File: src/rtl/crt_pkg.sv
package crt_pkg;
  localparam int CNT_W  = 16;
  localparam int LIM_W  = 8;
  localparam int TRIM_W = 7;
  localparam int DIV_W  = 3;
  localparam int SEL_W  = 2;
  localparam int L3_W   = LIM_W + 2;

  localparam logic [TRIM_W-1:0] TRIM_MAX   = '1;
  localparam logic [TRIM_W-1:0] TRIM_RST   = 7'd64;
  localparam logic [CNT_W-1:0]  RELOAD_RST = 16'hBB7F;
  localparam logic [LIM_W-1:0]  LIMIT_RST  = 8'h22;
  localparam logic [SEL_W-1:0]  SRC_RST    = 2'd2;

  localparam logic [1:0] A_CTRL = 2'd0;
  localparam logic [1:0] A_CFG  = 2'd1;
  localparam logic [1:0] A_STAT = 2'd2;
  localparam logic [1:0] A_CLR  = 2'd3;

  localparam int B_EN     = 5;
  localparam int B_AUTO   = 6;
  localparam int B_SWSYNC = 7;
  localparam int B_TRIM   = 8;
  localparam int B_LIM    = 16;
  localparam int B_DIV    = 24;
  localparam int B_SRC    = 28;
  localparam int B_POL    = 31;

  typedef enum logic [1:0] {CLS_OK = 2'd0, CLS_WARN = 2'd1, CLS_ERR = 2'd2} crt_cls_e;

  // three times the limit, widened to the counter
  function automatic logic [CNT_W-1:0] crt_lim3(input logic [LIM_W-1:0] lim);
    logic [L3_W-1:0] t;
    t = {2'b00, lim} + {1'b0, lim, 1'b0};
    return CNT_W'(t);
  endfunction

  function automatic crt_cls_e crt_classify(input logic [CNT_W-1:0] mag,
                                            input logic [LIM_W-1:0] lim);
    if (mag < CNT_W'(lim))     return CLS_OK;
    if (mag < crt_lim3(lim))   return CLS_WARN;
    return CLS_ERR;
  endfunction

  function automatic logic [1:0] crt_step(input crt_cls_e cls, input logic [CNT_W-1:0] mag);
    if (cls == CLS_OK && mag != '0) return 2'd1;
    if (cls == CLS_WARN)            return 2'd2;
    return 2'd0;
  endfunction

  // returns {overflow, next trim}
  function automatic logic [TRIM_W:0] crt_trim_next(input logic [TRIM_W-1:0] cur,
                                                     input logic [1:0] step,
                                                     input logic go_up);
    logic [TRIM_W+1:0] a;
    logic [TRIM_W+1:0] s;
    a = {2'b00, cur};
    s = {{TRIM_W{1'b0}}, step};
    if (go_up) begin
      if (a + s > {2'b00, TRIM_MAX}) return {1'b1, TRIM_MAX};
      return {1'b0, cur + TRIM_W'(step)};
    end
    if (s > a) return {1'b1, {TRIM_W{1'b0}}};
    return {1'b0, cur - TRIM_W'(step)};
  endfunction
endpackage

File: src/rtl/crt_sync_front.sv
module crt_sync_front
  import crt_pkg::*;
#(
  parameter int NSRC = 3
) (
  input  logic             clk,
  input  logic             rst_n,
  input  logic             en,
  input  logic [NSRC-1:0]  src_i,
  input  logic [SEL_W-1:0] sel,
  input  logic             pol,
  input  logic [DIV_W-1:0] div_code,
  input  logic             sw_sync,
  output logic             ext_evt_o,
  output logic             sync_evt_o
);
  localparam int PRE_W = (1 << DIV_W) - 1;

  logic             raw;
  logic             prev_q;
  logic             edge_det;
  logic [PRE_W-1:0] pre_q;
  logic [PRE_W-1:0] mask;

  always_comb begin
    raw      = (int'(sel) < NSRC) ? src_i[sel] : src_i[0];
    edge_det = pol ? (prev_q & ~raw) : (raw & ~prev_q);
    mask     = ~({PRE_W{1'b1}} << div_code);
    ext_evt_o  = en && edge_det && (pre_q == mask);
    sync_evt_o = ext_evt_o || (en && sw_sync);
  end

  always_ff @(posedge clk or negedge rst_n) begin
    if (!rst_n) begin
      prev_q <= 1'b0;
      pre_q  <= '0;
    end else begin
      prev_q <= raw;
      if (!en)            pre_q <= '0;
      else if (edge_det)  pre_q <= (pre_q == mask) ? '0 : pre_q + 1'b1;
    end
  end

  p_prescale_wrap_r10: assert property (@(posedge clk) disable iff (!rst_n)
    ext_evt_o |=> (pre_q == '0));
  p_quiet_when_off_r10: assert property (@(posedge clk) disable iff (!rst_n)
    !en |=> (pre_q == '0));
endmodule

File: src/rtl/crt_err_counter.sv
module crt_err_counter
  import crt_pkg::*;
(
  input  logic             clk,
  input  logic             rst_n,
  input  logic             en,
  input  logic             sync_evt,
  input  logic [CNT_W-1:0] reload,
  input  logic [LIM_W-1:0] limit,
  output logic [CNT_W-1:0] cap_o,
  output logic             dir_o,
  output logic             judge_vld_o,
  output crt_cls_e         judge_cls_o,
  output logic [CNT_W-1:0] judge_mag_o,
  output logic             judge_dir_o,
  output logic             esync_o,
  output logic             miss_o
);
  logic [CNT_W-1:0] cnt_q;
  logic             up_q;
  logic             stop_q;
  logic             at_zero;

  always_comb begin
    at_zero     = !up_q && (cnt_q == '0);
    esync_o     = en && at_zero;
    judge_vld_o = en && sync_evt && !stop_q;
    judge_mag_o = cnt_q;
    judge_dir_o = up_q;
    judge_cls_o = crt_classify(cnt_q, limit);
    miss_o      = en && !sync_evt && up_q && !stop_q && (cnt_q > crt_lim3(limit));
  end

  always_ff @(posedge clk or negedge rst_n) begin
    if (!rst_n) begin
      cnt_q  <= RELOAD_RST;
      up_q   <= 1'b0;
      stop_q <= 1'b0;
      cap_o  <= '0;
      dir_o  <= 1'b0;
    end else if (!en) begin
      cnt_q  <= reload;
      up_q   <= 1'b0;
      stop_q <= 1'b0;
    end else if (sync_evt) begin
      cap_o  <= cnt_q;
      dir_o  <= up_q;
      cnt_q  <= reload;
      up_q   <= 1'b0;
      stop_q <= 1'b0;
    end else if (stop_q) begin
      cnt_q  <= cnt_q;
    end else if (miss_o) begin
      stop_q <= 1'b1;
    end else if (at_zero) begin
      up_q   <= 1'b1;
      cnt_q  <= CNT_W'(1);
    end else if (up_q) begin
      cnt_q  <= cnt_q + 1'b1;
    end else begin
      cnt_q  <= cnt_q - 1'b1;
    end
  end

  p_hold_on_miss_r5: assert property (@(posedge clk) disable iff (!rst_n)
    (en && stop_q && !sync_evt) |=> $stable(cnt_q));
  p_turn_at_zero_r4: assert property (@(posedge clk) disable iff (!rst_n)
    (esync_o && !sync_evt) |=> (up_q && cnt_q == CNT_W'(1)));
  p_sync_reloads_r2: assert property (@(posedge clk) disable iff (!rst_n)
    (en && sync_evt) |=> (!up_q && !stop_q));
endmodule

File: src/rtl/crt_trim_ctrl.sv
module crt_trim_ctrl
  import crt_pkg::*;
(
  input  logic              clk,
  input  logic              rst_n,
  input  logic              auto_en,
  input  logic              sw_wr,
  input  logic [TRIM_W-1:0] sw_trim,
  input  logic              judge_vld,
  input  crt_cls_e          judge_cls,
  input  logic [CNT_W-1:0]  judge_mag,
  input  logic              judge_dir,
  output logic [TRIM_W-1:0] trim_o,
  output logic              ovf_o
);
  logic [1:0]        step;
  logic [TRIM_W:0]   nxt;
  logic              adj;

  always_comb begin
    step  = crt_step(judge_cls, judge_mag);
    nxt   = crt_trim_next(trim_o, step, judge_dir);
    adj   = auto_en && judge_vld && (step != 2'd0);
    ovf_o = adj && nxt[TRIM_W];
  end

  always_ff @(posedge clk or negedge rst_n) begin
    if (!rst_n)                 trim_o <= TRIM_RST;
    else if (!auto_en && sw_wr) trim_o <= sw_trim;
    else if (adj)               trim_o <= nxt[TRIM_W-1:0];
  end

  p_trim_hold_r8: assert property (@(posedge clk) disable iff (!rst_n)
    (auto_en && !judge_vld) |=> $stable(trim_o));
  p_trim_step_r6: assert property (@(posedge clk) disable iff (!rst_n)
    (auto_en && judge_vld) |=>
      ((int'(trim_o) - int'($past(trim_o)) <= 2) && (int'($past(trim_o)) - int'(trim_o) <= 2)));
endmodule

File: src/rtl/crt_trimmer.sv
module crt_trimmer
  import crt_pkg::*;
#(
  parameter int NSRC = 3
) (
  input  logic              clk,
  input  logic              rst_n,
  input  logic              wr_en,
  input  logic [1:0]        wr_addr,
  input  logic [31:0]       wr_data,
  input  logic [1:0]        rd_addr,
  output logic [31:0]       rd_data,
  input  logic [NSRC-1:0]   sync_in,
  output logic [TRIM_W-1:0] trim_o,
  output logic              irq_o
);
  logic [3:0]       ie_q;
  logic             cnt_en_q, auto_q;
  logic [CNT_W-1:0] reload_q;
  logic [LIM_W-1:0] limit_q;
  logic [DIV_W-1:0] div_q;
  logic [SEL_W-1:0] src_q;
  logic             pol_q;
  logic             ok_q, warn_q, esync_q, serr_q, miss_q, ovf_q;

  logic             ctrl_wr, cfg_wr, clr_wr, sw_sync;
  logic             ext_evt, sync_evt;
  logic [CNT_W-1:0] cap, judge_mag;
  logic             dir, judge_vld, judge_dir, esync_evt, miss_evt, ovf_evt;
  crt_cls_e         judge_cls;
  logic             err_any;
  logic [31:0]      ctrl_rd, cfg_rd, stat_rd;

  always_comb begin
    ctrl_wr = wr_en && (wr_addr == A_CTRL);
    cfg_wr  = wr_en && (wr_addr == A_CFG) && !cnt_en_q;
    clr_wr  = wr_en && (wr_addr == A_CLR);
    sw_sync = ctrl_wr && wr_data[B_SWSYNC];
  end

  crt_sync_front #(.NSRC(NSRC)) u_front (
    .clk(clk), .rst_n(rst_n), .en(cnt_en_q), .src_i(sync_in), .sel(src_q),
    .pol(pol_q), .div_code(div_q), .sw_sync(sw_sync),
    .ext_evt_o(ext_evt), .sync_evt_o(sync_evt));

  crt_err_counter u_cnt (
    .clk(clk), .rst_n(rst_n), .en(cnt_en_q), .sync_evt(sync_evt),
    .reload(reload_q), .limit(limit_q), .cap_o(cap), .dir_o(dir),
    .judge_vld_o(judge_vld), .judge_cls_o(judge_cls), .judge_mag_o(judge_mag),
    .judge_dir_o(judge_dir), .esync_o(esync_evt), .miss_o(miss_evt));

  crt_trim_ctrl u_trim (
    .clk(clk), .rst_n(rst_n), .auto_en(auto_q), .sw_wr(ctrl_wr),
    .sw_trim(wr_data[B_TRIM +: TRIM_W]), .judge_vld(judge_vld),
    .judge_cls(judge_cls), .judge_mag(judge_mag), .judge_dir(judge_dir),
    .trim_o(trim_o), .ovf_o(ovf_evt));

  always_ff @(posedge clk or negedge rst_n) begin
    if (!rst_n) begin
      ie_q     <= '0;
      cnt_en_q <= 1'b0;
      auto_q   <= 1'b0;
      reload_q <= RELOAD_RST;
      limit_q  <= LIMIT_RST;
      div_q    <= '0;
      src_q    <= SRC_RST;
      pol_q    <= 1'b0;
    end else begin
      if (ctrl_wr) begin
        ie_q     <= wr_data[3:0];
        cnt_en_q <= wr_data[B_EN];
        auto_q   <= wr_data[B_AUTO];
      end
      if (cfg_wr) begin
        reload_q <= wr_data[CNT_W-1:0];
        limit_q  <= wr_data[B_LIM +: LIM_W];
        div_q    <= wr_data[B_DIV +: DIV_W];
        src_q    <= wr_data[B_SRC +: SEL_W];
        pol_q    <= wr_data[B_POL];
      end
    end
  end

  // sticky flags: a set on the same edge wins over a clear
  always_ff @(posedge clk or negedge rst_n) begin
    if (!rst_n) begin
      {ok_q, warn_q, esync_q, serr_q, miss_q, ovf_q} <= '0;
    end else begin
      ok_q    <= (ok_q    && !(clr_wr && wr_data[0])) || (judge_vld && judge_cls == CLS_OK);
      warn_q  <= (warn_q  && !(clr_wr && wr_data[1])) || (judge_vld && judge_cls == CLS_WARN);
      esync_q <= (esync_q && !(clr_wr && wr_data[3])) || esync_evt;
      serr_q  <= (serr_q  && !(clr_wr && wr_data[2])) || (judge_vld && judge_cls == CLS_ERR);
      miss_q  <= (miss_q  && !(clr_wr && wr_data[2])) || miss_evt;
      ovf_q   <= (ovf_q   && !(clr_wr && wr_data[2])) || ovf_evt;
    end
  end

  always_comb begin
    err_any = serr_q | miss_q | ovf_q;
    irq_o   = (ok_q & ie_q[0]) | (warn_q & ie_q[1]) | (err_any & ie_q[2]) | (esync_q & ie_q[3]);
    ctrl_rd = {17'b0, trim_o, 1'b0, auto_q, cnt_en_q, 1'b0, ie_q};
    cfg_rd  = {pol_q, 1'b0, src_q, 1'b0, div_q, limit_q, reload_q};
    stat_rd = {cap, dir, 4'b0, ovf_q, miss_q, serr_q, 4'b0, esync_q, err_any, warn_q, ok_q};
    case (rd_addr)
      A_CTRL:  rd_data = ctrl_rd;
      A_CFG:   rd_data = cfg_rd;
      A_STAT:  rd_data = stat_rd;
      default: rd_data = '0;
    endcase
  end

  p_cfg_locked_r9: assert property (@(posedge clk) disable iff (!rst_n)
    cnt_en_q |=> $stable(cfg_rd));
  p_ok_sticky_r12: assert property (@(posedge clk) disable iff (!rst_n)
    (ok_q && !(clr_wr && wr_data[0])) |=> ok_q);
  p_irq_source_r13: assert property (@(posedge clk) disable iff (!rst_n)
    irq_o |-> (ok_q || warn_q || err_any || esync_q));
  p_ext_needs_en_r10: assert property (@(posedge clk) disable iff (!rst_n)
    ext_evt |-> cnt_en_q);
endmodule

File: config.mk
export PLATFORM = sky130hd
export DESIGN_NAME = crt_trimmer
export DESIGN_NICKNAME = d
export VERILOG_FILES = /design/src/rtl/crt_pkg.sv /design/src/rtl/crt_sync_front.sv /design/src/rtl/crt_err_counter.sv /design/src/rtl/crt_trim_ctrl.sv /design/src/rtl/crt_trimmer.sv
export SDC_FILE = /design/constraint.sdc
export NUM_CORES = 1
export LEC_CHECK = 0
export BUFFER_PORTS_ARGS = -buffer_cell sky130_fd_sc_hd__buf_2
export CORE_ASPECT_RATIO = 0.7
export CORE_MARGIN = 4
export CORE_UTILIZATION = 33
export DETAILED_ROUTE_END_ITERATION = 10
export GPL_TIMING_DRIVEN = 0
export SYNTH_ARGS = -nofsm -noshare
export SYNTH_HDL_FRONTEND = slang
export SYNTH_SLANG_ARGS = --single-unit
File: constraint.sdc
create_clock -name clk -period 11 [get_ports clk]
set_input_delay 3.3 -clock clk [delete_from_list [all_inputs] [get_ports clk]]
set_output_delay 3.3 -clock clk [all_outputs]
set_load 0.05 [all_outputs]
==> metrics.md <==
| Metric | Value |
|---|---|
| Sink Count | `92` |
| P_sw | `around 780 uW` |
| Area of the core | `0.0183 sq mm` |
| Max clock buf depth | `2` |
| Largest net degree at the start of global routing | `48` |
| Number of synthesis warnings | `0` |
| Slew Viols, Final | `0` |
| Worst path slowest cell | `clkbuf_1` |
| Crit path buffers/inverters | `4` |
| CP Capture Type | `output pin` |
| CTS tree | `built` |
| Initial antenna violation count | `0` |
| Final Hold Fails | `0` |
| CP Launch Type | `input pin` |
| Least-Margin Pin Slew | `approximately 1000 ps` |
| TritonCTS buffer count | `9` |
| Worst vdd ir | `approximately 96 uV` |
| Cell variety after synth | `64` |
| Drt wl/cell | `17.9 um` |
| Clk_lat worst skew | `350 ps` |
| Largest area contributor in the netlist | `dfrtp_1` |
| Chip height | `123 um` |
| Fin cells | `994` |
| DRC | `0` |
| H-tree levels | `3` |
| Number of port buffers | `slightly below 80` |
| Pre-Repair DR Iteration Count | `4` |
| I/O Pins | `82` |
| Synth top area cells | `dfrtp_1 25%, dfstp_2 13%, ha_1 8.9%` |
| Setup repair bufs after CTS | `0` |
| Slowest stage delay, CP | `460 ps` |
| Mapped Area | `0.00621 sq mm` |
| Initial Util | `34.0%` |
| GPL Wtd Cong | `roughly 0.84` |
| Via count | `5,301` |
| CP cell instances | `clkbuf_1, nor2b_1, clkbuf_1, clkbuf_1, nand2_1, o21ai_0, buf_2` |
| Comb pwr share | `48.1%` |
| P per Cell Area | `roughly 250 mW/mm^2` |
| Grt ovf | `0` |
| Hold bufs inserted after CTS | `0` |
| Dominant synthesized flop cell | `dfrtp_1` |
| # setup viols final | `0` |
| Via/cell ratio | `5.33` |
| Period utilisation layout | `77.4%` |
| Number of DRC markers in iteration 0 | `461` |
| Area share of the largest cell type after synthesis | `25.0%` |
| Crit path max-delay family | `buffers and inverters` |
| Reg clk slew, reported paths | `60 ps` |
| RSZ-0062 raised after global routing | `no` |
| Post-synthesis sequential area ratio | `37.7%` |
| Layout Area Growth over Synthesis | `16.4%` |
| Skew final | `7.99 ps` |
| Total track usage | `17.2%` |
| Worst path required time | `7700 ps` |
| Post-CTS sizing | `0` |
| Filler cell count | `1,838` |
| Syn_area_per_cell | `9.35 sq um` |
| CP Max Fanout | `10` |
| HPWL after DPL | `13,800 um` |
| Setup ws final | `2480 ps` |
| Leak | `~3.2 nW` |
| Clock power frac | `17.7%` |
| Die width | `172 um` |
| Status | `complete, no violations` |
| Ant diodes | `0` |
| Max Fclk | `0.117 GHz` |
| ANT nets after route | `0` |
| Most used cell, CP | `clkbuf_1` |
| Syn_nets | `between 700 and 800` |
| Layout cell share with drive strength beyond 1 | `23.2%` |
| Die area | `0.0211 sq mm` |
| HP Class | `reg2reg` |
| Fin nets | `843` |
| First-pass GRT wire length | `28,100 um` |
| Async SR Flop Fraction | `100%` |
| Vias in the first global route | `5,047` |
| Tmin final | `roughly 8500 ps` |
| Final Power | `1.82 mW` |
| Yosys reg bits | `approximately 90` |
| Sw Share | `42.7%` |
| Int Pwr | `~1.0 mW` |
| Row cnt | `41` |
| Reg power frac | `34.2%` |
| Post-synth EDFFs | `0` |
| Synth Instances | `664` |
| Synth cell count leaders | `62 x dfrtp_1, 62 x nand2_1, 48 x nor2_1` |
| Dpl ws | `2470 ps` |
| Clk root buf | `clkbuf_16` |
| Setup CP Type | `in2out` |
| Max-slew headroom | `roughly a third` |
| Setup_tns | `0 ps` |
| Max Cap Viol | `0` |
| Final WL | `roughly 18,000 um` |
| Dpl cells | `978` |
| CP Data Arrival Time | `5220 ps` |
## sequential cells by signal, indices dropped and copies added, names as in the netlist, 2 cells and up
| register | cells |
|---|---|
| src_q | 2 |
| u_cnt.cap_o | 16 |
| limit_q | 8 |
| u_trim.trim_o | 7 |
| u_front.pre_q | 7 |
| div_q | 3 |
| u_cnt.judge_mag_o | 16 |
| reload_q | 16 |
| ie_q | 4 |
## cells by family after synthesis
logic type | count (synthesis) | share of synthesized area [%]
AO/OA/AOI/OAI | 181 | 19.4
XOR/XNOR | 18 | 2.54
adder cells (fa/ha/maj) | 48 | 10.2
buffers and inverters | 59 | 3.63
flip-flops | 92 | 37.7
multiplexers | 59 | 10.4
AND/OR/NAND/NOR | 207 | 16.2
## worst paths after layout
| kind | startpoint | endpoint | slack (ps) | cells after the start |
|---|---|---|---|---|
| setup / recovery | rd_addr[0] | rd_data[8] | 2480 | 7 |
| hold / removal | u_cnt.dir_o$_DFFE_PN0P_ | u_cnt.dir_o$_DFFE_PN0P_ | 500 | 2 |
| setup reg to reg | limit_q[0]$_DFFE_PN0P_ | u_trim.trim_o[3]$_DFFE_PN0P_ | 5660 | 21 |
| hold reg to reg | u_cnt.dir_o$_DFFE_PN0P_ | u_cnt.dir_o$_DFFE_PN0P_ | 500 | 2 |
| max in group asynchronous | rst_n | u_cnt.judge_mag_o[5]$_DFFE_PN1P_ | 7310 | 2 |
| min in group asynchronous | rst_n | u_front.pre_q[2]$_DFFE_PN0P_ | 2960 | 1 |
## layer usage
layer  track usage (%)  part of all wire (%)
met1              26.8                    53
met2              24.0                    40
met3              4.54                   6.0
met4              2.85                  0.84
met5                 0                     0
## power groups by stage
stage / clock network [mW] / logic (mW) / registers [mW]
CTS: 0.334 / 0.874 / 0.621
global route: 0.346 / 0.986 / 0.640
detailed placement: 0 / 0.869 / 0.627
global placement: 0 / 0.861 / 0.623
floorplan: 0 / 0.680 / 0.582
finish: 0.322 / 0.876 / 0.624
## cell type report
type                            instances  area, sq um  area share, %
Buffer                                 32          124           1.71
Clock buffer                           13          260           3.60
Clock inverter                          3         45.0          0.623
Inverter                               27          101           1.40
Multi-Input combinational cell        513         3650           50.5
Sequential cell                        92         2340           32.4
Tap cell                              236          295           4.09
Timing Repair Buffer                   78          415           5.75
## through the flow
step / hold WS [ps] / util [%] / area, sq um
after CTS: 494 / 39.6 / 7230
after detailed placement: 480 / 37.9 / 6920
after floorplan: 450 / - / 6210
after global routing: 514 / 39.6 / 7230
after global placement: 468 / 37.7 / 6890
final: 497 / 39.6 / 7230
## worst register-to-register path, cell delays in order (launching register included)
cell and delay (ps):
dfrtp_1 430, ha_1 240, fa_1 410, a21oi_1 160, nor2_1 50, nor2_1 150, nor2b_1 70, o21ai_0 160
nand2b_1 110, a21oi_1 170, ha_1 280, a211oi_1 240, o2111ai_1 160, o21ai_0 460, nand2_1 300, ha_1 370
nand2b_1 170, a211oi_1 760, nor2b_1 90, o21ai_0 180, nand3_1 110, o211ai_1 180
## cells in the final DEF (no fill, tap or decap), types with 10 or more instances in the layout
master     n
a21oi_1   40
a22o_1    16
buf_2     79
clkbuf_1  27
dfrtp_1   62
dfstp_2   30
ha_1      44
inv_1     27
mux2_2    42
mux2i_1   17
nand2_1   62
nand2b_1  11
nand3_1   22
nor2_1    48
nor2b_1   13
o211ai_1  10
o21ai_0   46
xnor2_1   12
No activity file was read; power rests on OpenSTA's default activity.
